### src/rtl/can_tx_sched_pkg.sv
package can_tx_sched_pkg;
    typedef enum logic [1:0] {
        RETRY_FOREVER = 2'd0,
        RETRY_THREE   = 2'd1,
        RETRY_ONCE    = 2'd2,
        RETRY_ONCE_B  = 2'd3
    } retry_e;

    localparam int unsigned LIMITED_TRIES = 3;
endpackage

### src/rtl/fifo_prio_pick.sv
module fifo_prio_pick #(
    parameter int N  = 8,
    parameter int PW = 5,
    parameter int IW = (N > 1) ? $clog2(N) : 1
) (
    input  logic [N-1:0]    cand,
    input  logic [N*PW-1:0] prio,
    output logic            found,
    output logic [IW-1:0]   idx,
    output logic [PW-1:0]   best
);
    // Strict greater-than keeps the lowest index on equal priority
    always_comb begin
        found = 1'b0;
        idx   = '0;
        best  = '0;
        for (int i = 0; i < N; i++) begin
            if (cand[i] && (!found || prio[i*PW +: PW] > best)) begin
                found = 1'b1;
                idx   = IW'(i);
                best  = prio[i*PW +: PW];
            end
        end
    end
endmodule

### src/rtl/txq_id_pick.sv
module txq_id_pick #(
    parameter int D  = 4,
    parameter int IDW = 11,
    parameter int SW = (D > 1) ? $clog2(D) : 1
) (
    input  logic [D-1:0]     pend,
    input  logic [D*IDW-1:0] ids,
    output logic             found,
    output logic [SW-1:0]    slot
);
    logic [IDW-1:0] low;

    // Strict less-than keeps the lowest slot on equal identifiers
    always_comb begin
        found = 1'b0;
        slot  = '0;
        low   = '0;
        for (int s = 0; s < D; s++) begin
            if (pend[s] && (!found || ids[s*IDW +: IDW] < low)) begin
                found = 1'b1;
                slot  = SW'(s);
                low   = ids[s*IDW +: IDW];
            end
        end
    end
endmodule

### src/rtl/can_tx_sched.sv
module can_tx_sched
    import can_tx_sched_pkg::*;
#(
    parameter int NUM_FIFO = 8,
    parameter int PRIO_W   = 5,
    parameter int QDEPTH   = 4,
    parameter int ID_W     = 11,
    parameter int SRC_W    = $clog2(NUM_FIFO + 1),
    parameter int SLOT_W   = (QDEPTH > 1) ? $clog2(QDEPTH) : 1
) (
    input  logic                       clk,
    input  logic                       rst_n,
    input  logic [1:0]                 retry_mode,
    input  logic [NUM_FIFO-1:0]        fifo_is_tx,
    input  logic [NUM_FIFO-1:0]        fifo_req,
    input  logic [NUM_FIFO*PRIO_W-1:0] fifo_prio,
    input  logic [QDEPTH-1:0]          q_req,
    input  logic [QDEPTH*ID_W-1:0]     q_id,
    input  logic [PRIO_W-1:0]          q_prio,
    input  logic                       tx_ok,
    input  logic                       tx_lost,
    input  logic                       tx_err,
    output logic                       tx_start,
    output logic [SRC_W-1:0]           tx_src,
    output logic [SLOT_W-1:0]          tx_slot,
    output logic [NUM_FIFO-1:0]        fifo_done,
    output logic [NUM_FIFO-1:0]        fifo_exhausted,
    output logic [QDEPTH-1:0]          q_done,
    output logic [QDEPTH-1:0]          q_exhausted
);
    localparam int FI_W = (NUM_FIFO > 1) ? $clog2(NUM_FIFO) : 1;

    typedef struct packed {
        logic                busy;
        logic                hold;
        logic                start;
        logic [SRC_W-1:0]    src;
        logic [SLOT_W-1:0]   slot;
        logic [1:0]          fails;
        logic [NUM_FIFO-1:0] fdone;
        logic [NUM_FIFO-1:0] fexh;
        logic [QDEPTH-1:0]   qdone;
        logic [QDEPTH-1:0]   qexh;
    } sched_t;

    sched_t s_d, s_q;

    logic              f_found, q_found, pick_q, fail, drop;
    logic [FI_W-1:0]   f_idx;
    logic [PRIO_W-1:0] f_best;
    logic [SLOT_W-1:0] q_slot;
    logic [1:0]        fails_inc;
    retry_e            mode;

    fifo_prio_pick #(.N(NUM_FIFO), .PW(PRIO_W), .IW(FI_W)) u_fpick (
        .cand  (fifo_req & fifo_is_tx),
        .prio  (fifo_prio),
        .found (f_found),
        .idx   (f_idx),
        .best  (f_best)
    );

    txq_id_pick #(.D(QDEPTH), .IDW(ID_W), .SW(SLOT_W)) u_qpick (
        .pend  (q_req),
        .ids   (q_id),
        .found (q_found),
        .slot  (q_slot)
    );

    always_comb begin
        mode      = retry_e'(retry_mode);
        pick_q    = q_found && (!f_found || q_prio >= f_best);
        fail      = tx_lost | tx_err;
        fails_inc = (s_q.fails == 2'd3) ? 2'd3 : s_q.fails + 2'd1;
        case (mode)
            RETRY_FOREVER: drop = 1'b0;
            RETRY_THREE:   drop = (fails_inc == 2'(LIMITED_TRIES));
            default:       drop = 1'b1;
        endcase

        s_d       = s_q;
        s_d.start = 1'b0;
        s_d.fdone = '0;
        s_d.fexh  = '0;
        s_d.qdone = '0;
        s_d.qexh  = '0;

        if (!s_q.busy) begin
            if (s_q.hold) begin
                s_d.start = 1'b1;
                s_d.busy  = 1'b1;
            end else if (pick_q || f_found) begin
                s_d.start = 1'b1;
                s_d.busy  = 1'b1;
                s_d.fails = 2'd0;
                s_d.src   = pick_q ? '0 : SRC_W'(f_idx) + SRC_W'(1);
                s_d.slot  = pick_q ? q_slot : '0;
            end
        end else if (tx_ok || (fail && drop)) begin
            s_d.busy  = 1'b0;
            s_d.hold  = 1'b0;
            s_d.fails = 2'd0;
            for (int i = 0; i < NUM_FIFO; i++) begin
                if (s_q.src == SRC_W'(i + 1)) begin
                    s_d.fdone[i] = tx_ok;
                    s_d.fexh[i]  = !tx_ok;
                end
            end
            for (int s = 0; s < QDEPTH; s++) begin
                if (s_q.src == '0 && s_q.slot == SLOT_W'(s)) begin
                    s_d.qdone[s] = tx_ok;
                    s_d.qexh[s]  = !tx_ok;
                end
            end
        end else if (fail) begin
            s_d.busy  = 1'b0;
            s_d.hold  = 1'b1;
            s_d.fails = fails_inc;
        end
    end

    always_ff @(posedge clk or negedge rst_n) begin
        if (!rst_n) s_q <= '0;
        else        s_q <= s_d;
    end

    assign tx_start       = s_q.start;
    assign tx_src         = s_q.src;
    assign tx_slot        = s_q.slot;
    assign fifo_done      = s_q.fdone;
    assign fifo_exhausted = s_q.fexh;
    assign q_done         = s_q.qdone;
    assign q_exhausted    = s_q.qexh;
endmodule

### config.mk
export PLATFORM = sky130hd
export DESIGN_NAME = can_tx_sched
export DESIGN_NICKNAME = d
export VERILOG_FILES = /design/src/rtl/can_tx_sched_pkg.sv /design/src/rtl/fifo_prio_pick.sv /design/src/rtl/txq_id_pick.sv /design/src/rtl/can_tx_sched.sv
export SDC_FILE = /design/constraint.sdc
export NUM_CORES = 1
export LEC_CHECK = 0
export ABC_AREA = 1
export BUFFER_PORTS_ARGS = -buffer_cell sky130_fd_sc_hd__buf_4
export CORE_ASPECT_RATIO = 1.25
export CORE_MARGIN = 8
export CORE_UTILIZATION = 56
export DETAILED_ROUTE_END_ITERATION = 10
export GPL_ROUTABILITY_DRIVEN = 0
export PLACE_DENSITY = 0.95
export SYNTH_ARGS = -nofsm -noshare
export SYNTH_HDL_FRONTEND = slang
export SYNTH_HIERARCHICAL = 1
export SYNTH_SLANG_ARGS = --single-unit
export TNS_END_PERCENT = 1
### constraint.sdc
create_clock -name clk -period 1.8 [get_ports clk]
set_clock_uncertainty 0.05 [all_clocks]
set_input_delay 0.36 -clock clk [delete_from_list [all_inputs] [get_ports clk]]
set_output_delay 0.36 -clock clk [all_outputs]
set_load 0.005 [all_outputs]
==> reports/results.ini, run 1 <==
[placement]
io_buffers = 146
dp_hpwl_um = 13200
dpl_cell_area_um2 = 6240

[synthesis]
synth_common_cells = nand2_1, inv_1, ha_1
yosysSeqAreaShare_pct = 19.8
ys_warn_count = 6
synth_top_area_cell = ha_1
syn_area_per_cell_um2 = 6.61
synthCells = 669
synth_cell_type_count = 36
synthTopCellsByArea = ha_1, dfrtp_1, nand2_1
yosys.area.top_type_share_pct = 20.1
ys_seq_elements = 35
synthesis.area_um2 = 4420
synthArstFlopShare_pct = 100
synth_fp_nets = 856
synth_edf_count = 0
ys.flop_type = dfrtp_1
synth_most_common_cell = nand2_1

[clock_network]
cts-buffers-inserted = 5
h-tree-depth = 2
root_buffer = clkbuf_8
cts.sinks = 35
cts.path.max_buffers = 2

[timing]
endpoint_type = sequential cell input
grt-worst-endpoint = tx_src[0]$_DFFE_PN0P_/D

[global_routing]
grt_usage_pct = 67.4
overflow = 60
grt_max_degree = 36

[run_status]
tool.error = [ERROR GRT-0232] Routing congestion too high. Check the congestion heatmap in the GUI.
lastStage = global routing
status = did not finish

[die]
start_util_pct = 57.1
fp-row-count = 36
die_y_um = 115
fp.dieW_um = 95.5
io_pins = 147

[timing repair]
| item | CTS |
|---|---|
| setup buffers | 13 |
| hold endpoints to repair | 35 |
| setup endpoints to repair | 10 |
| hold buffers | 1 |
| gates resized for setup | 47 |
| pin swaps | 26 |
[routing by layer]
metal	GRT usage [%]	overflow
met4	69.0	18
met2	85.6	39
met3	50.4	1
met1	66.3	1
met5	6.83	1
[metrics by stage]
| step | worst slack, ns | std cells | setup TNS [ns] | hold slack [ns] |
|---|---|---|---|---|
| after global placement | -7.33 | 985 | -47.96 | 0.259 |
| after CTS | -7.58 | 1006 | -48.32 | 0.335 |
| after detailed placement | -8.27 | 985 | -53.93 | 0.274 |
| after floorplan | -6.87 | 669 | -43.12 | 0.0144 |
[kinds of logic after synthesis]
| family | Yosys count | share of synthesized area, % |
|---|---|---|
| buf+inv | 126 | 13.8 |
| fa+ha+maj | 71 | 20.1 |
| flops | 35 | 19.8 |
| xor+xnor | 1 | 0.198 |
| simple gates | 369 | 36.9 |
| compound gates | 67 | 9.14 |
==> run 2, diff against run 1 <==
- CORE_ASPECT_RATIO: 1.25 -> not set
- CORE_UTILIZATION: 56 -> 40
- PLACE_DENSITY: 0.95 -> not set
- PLACE_DENSITY_LB_ADDON: not set -> 0.15
==> reports/results.ini, run 2 <==
[die]
core_area_um2 = 10800
start_util_pct = 41.0  ; -16 points
fp.dieW_um = 121  ; +27%
fp-row-count = 38  ; +5.6%
die_y_um = 121  ; +5.0%
dieArea_um2 = 14700
io_pins = 147  ; unchanged

[min_path]
hold_path.startpoint = tx_lost
hp-class = primary input to flip-flop
min_path_cells = 3

[run_status]
violations = setup timing
status = finished, violations left

[placement]
dpl_cell_area_um2 = 6480  ; +3.9%
post-place-ws_ns = -8.07  ; +0.199 ns
dp_hpwl_um = 11500  ; -13%
io_buffers = 146  ; unchanged
dp.cells = 1053  ; +6.9%

[finish]
antennaDiodeCount = 0
final_common_cell = buf_4
drive_gt1_share_pct = 50.4
syn2layout_area_growth_pct = 71.8
final_cells = 1084
layout_common_cells = buf_4, nand2_1, inv_1
fin_area_um2 = 7590
num-nets-final = 1130
fin_util_pct = 70.3

[timing]
setup_violations = 10
hold_viol = 0
finalCritPeriodShare_pct = 528
fin_crit_ns = 9.51
rsz0062_at_grt = yes
setup_ws_ns = -7.71
slew_violations = 0
fmax_ghz = 0.105
max_slew_margin_pct = 73.1
tightest_slew_ns = 0.399

[worst_setup_path]
start_kind = primary input
worstPathRequired_ns = 1.93
r2r-start = s_q[34]
cpPeakStageDelay_ns = 0.33
critPathKind = primary input to flip-flop
worst_setup_path_end_kind = flip-flop
cpMostUsedCell = nand2_4
path_max_fanout = 7
r2r_cells = 4
crit_path_top_delay_cell = ha_1
arrival_ns = 9.64
startpoint = fifo_req[0]

[clock_network]
cts.path.max_buffers = 2  ; unchanged
path_clk_slew_ns = 0.07
root_buffer = clkbuf_8
cts-buffers-inserted = 5  ; unchanged
cts.sinks = 35  ; unchanged
clk_latency_ns = 0.29
h-tree-depth = 2  ; unchanged
cts_tree = done

[routing]
totalWireLength_um = 15100
drc = 0
vias = 5195
wire_per_inst_um = 14.0
initialDrtViolationCount = 272
dr.pass1.iters = 4
antenna_left = 0
vias_per_cell = 4.79

[global_routing]
grt_pass1_vias = 5261
grt_max_degree = 36
antenna_found_initial = 0
grt_pass1_wl_um = 22400
overflow = 0
grt_usage_pct = 18.0

[synthesis]
ys.flop_type = dfrtp_1
synth_edf_count = 0  ; unchanged
synthArstFlopShare_pct = 100  ; unchanged
synth_fp_nets = 856  ; unchanged
synth_common_cells = nand2_1, inv_1, ha_1
synthTopCellsByArea = ha_1, dfrtp_1, nand2_1
syn_area_per_cell_um2 = 6.61  ; unchanged
ys_seq_elements = 35  ; unchanged
yosys.area.top_type_share_pct = 20.1  ; unchanged
ys_warn_count = 6  ; unchanged
synthCells = 669  ; unchanged
synth_cell_type_count = 36  ; unchanged
yosysSeqAreaShare_pct = 19.8  ; unchanged
synthesis.area_um2 = 4420  ; unchanged
synth_top_area_cell = ha_1
synth_most_common_cell = nand2_1

[pwr]
ir_worst_vdd_v = 0.000508
p_per_area_nw_per_um2 = 662
power_leakage_uw = 0.00423

[flow_run]
drv_cap = 0

==> run 2: cell counts after synthesis <==
Identical to the previous run, type by type.
==> run 2: repair_timing <==
action | CTS | global route
hold buffers | 1 | 0
endpoints found under the setup margin | 10 | 10
pin swaps | 26 | 69
buffers inserted | 15 | 7
hold endpoints to repair | 35 | 0
resized for setup | 50 | 115
==> run 2: power breakdown <==
| group | internal, uW | switching, uW | total (uW) |
|---|---|---|---|
| clock network | 412 | 278 | 689 |
| registers | 927 | 127 | 1050 |
| logic | 1630 | 1650 | 3280 |
==> run 2: metal layers <==
layer / track usage (%) / vias up / share of wire [%]
li1: - / 2684 / -
met1: 18.9 / 2339 / 38
met2: 35.0 / 144 / 54
met3: 4.00 / 28 / 5.8
met4: 4.45 / 0 / 2.3
met5: 0 / - / 0
==> run 2: final cells by class <==
type / instances / area, um^2
Multi-Input combinational cell: 508 / 3730
Tap cell: 140 / 175
Clock inverter: 3 / 43.8
Fill cell: 808 / 3200
Inverter: 85 / 344
Clock buffer: 5 / 68.8
Timing Repair Buffer: 308 / 2360
Sequential cell: 35 / 876
==> run 2: cell families (layout without fill, tap and decap cells) <==
kind of cell | after synthesis | count (layout) | synth area share [%]
compound gates | 67 | 67 | 9.14
xor+xnor | 1 | 1 | 0.198
fa+ha+maj | 71 | 71 | 20.1
buf+inv | 126 | 401 | 13.8
flops | 35 | 35 | 19.8
simple gates | 369 | 369 | 36.9
==> run 2: worst paths after layout <==
check | to | slack, ns
min reg2reg | tx_src[2] | 0.49
min | s_q[33] | 0.32
min in group asynchronous | q_done[1] | 0.50
max | tx_src[0] | -7.71
max reg2reg | fifo_exhausted[1] | 0.40
max in group asynchronous | tx_src[0] | 0.91
==> run 2: metrics by stage <==
step | power [uW] | setup TNS, ns | hold WS, ns
floorplan | 2670 | -43.12 | 0.0144
global placement | 3630 | -49.88 | 0.273
detailed placement | 3750 | -53.37 | 0.271
CTS | 4620 | -48.67 | 0.316
global route | 5440 | -53.31 | 0.377
finish | 5020 | -49.88 | 0.317
==> run 2: worst max-delay path, delay by kind of cell <==
| family | cells | cell delay (ns) |
|---|---|---|
| AO/OA/AOI/OAI | 14 | 1.60 |
| AND/OR/NAND/NOR | 48 | 4.81 |
| buffers and inverters | 10 | 0.81 |
| adder cells (fa/ha/maj) | 8 | 2.00 |
No activity file was read; power rests on OpenSTA's default activity.
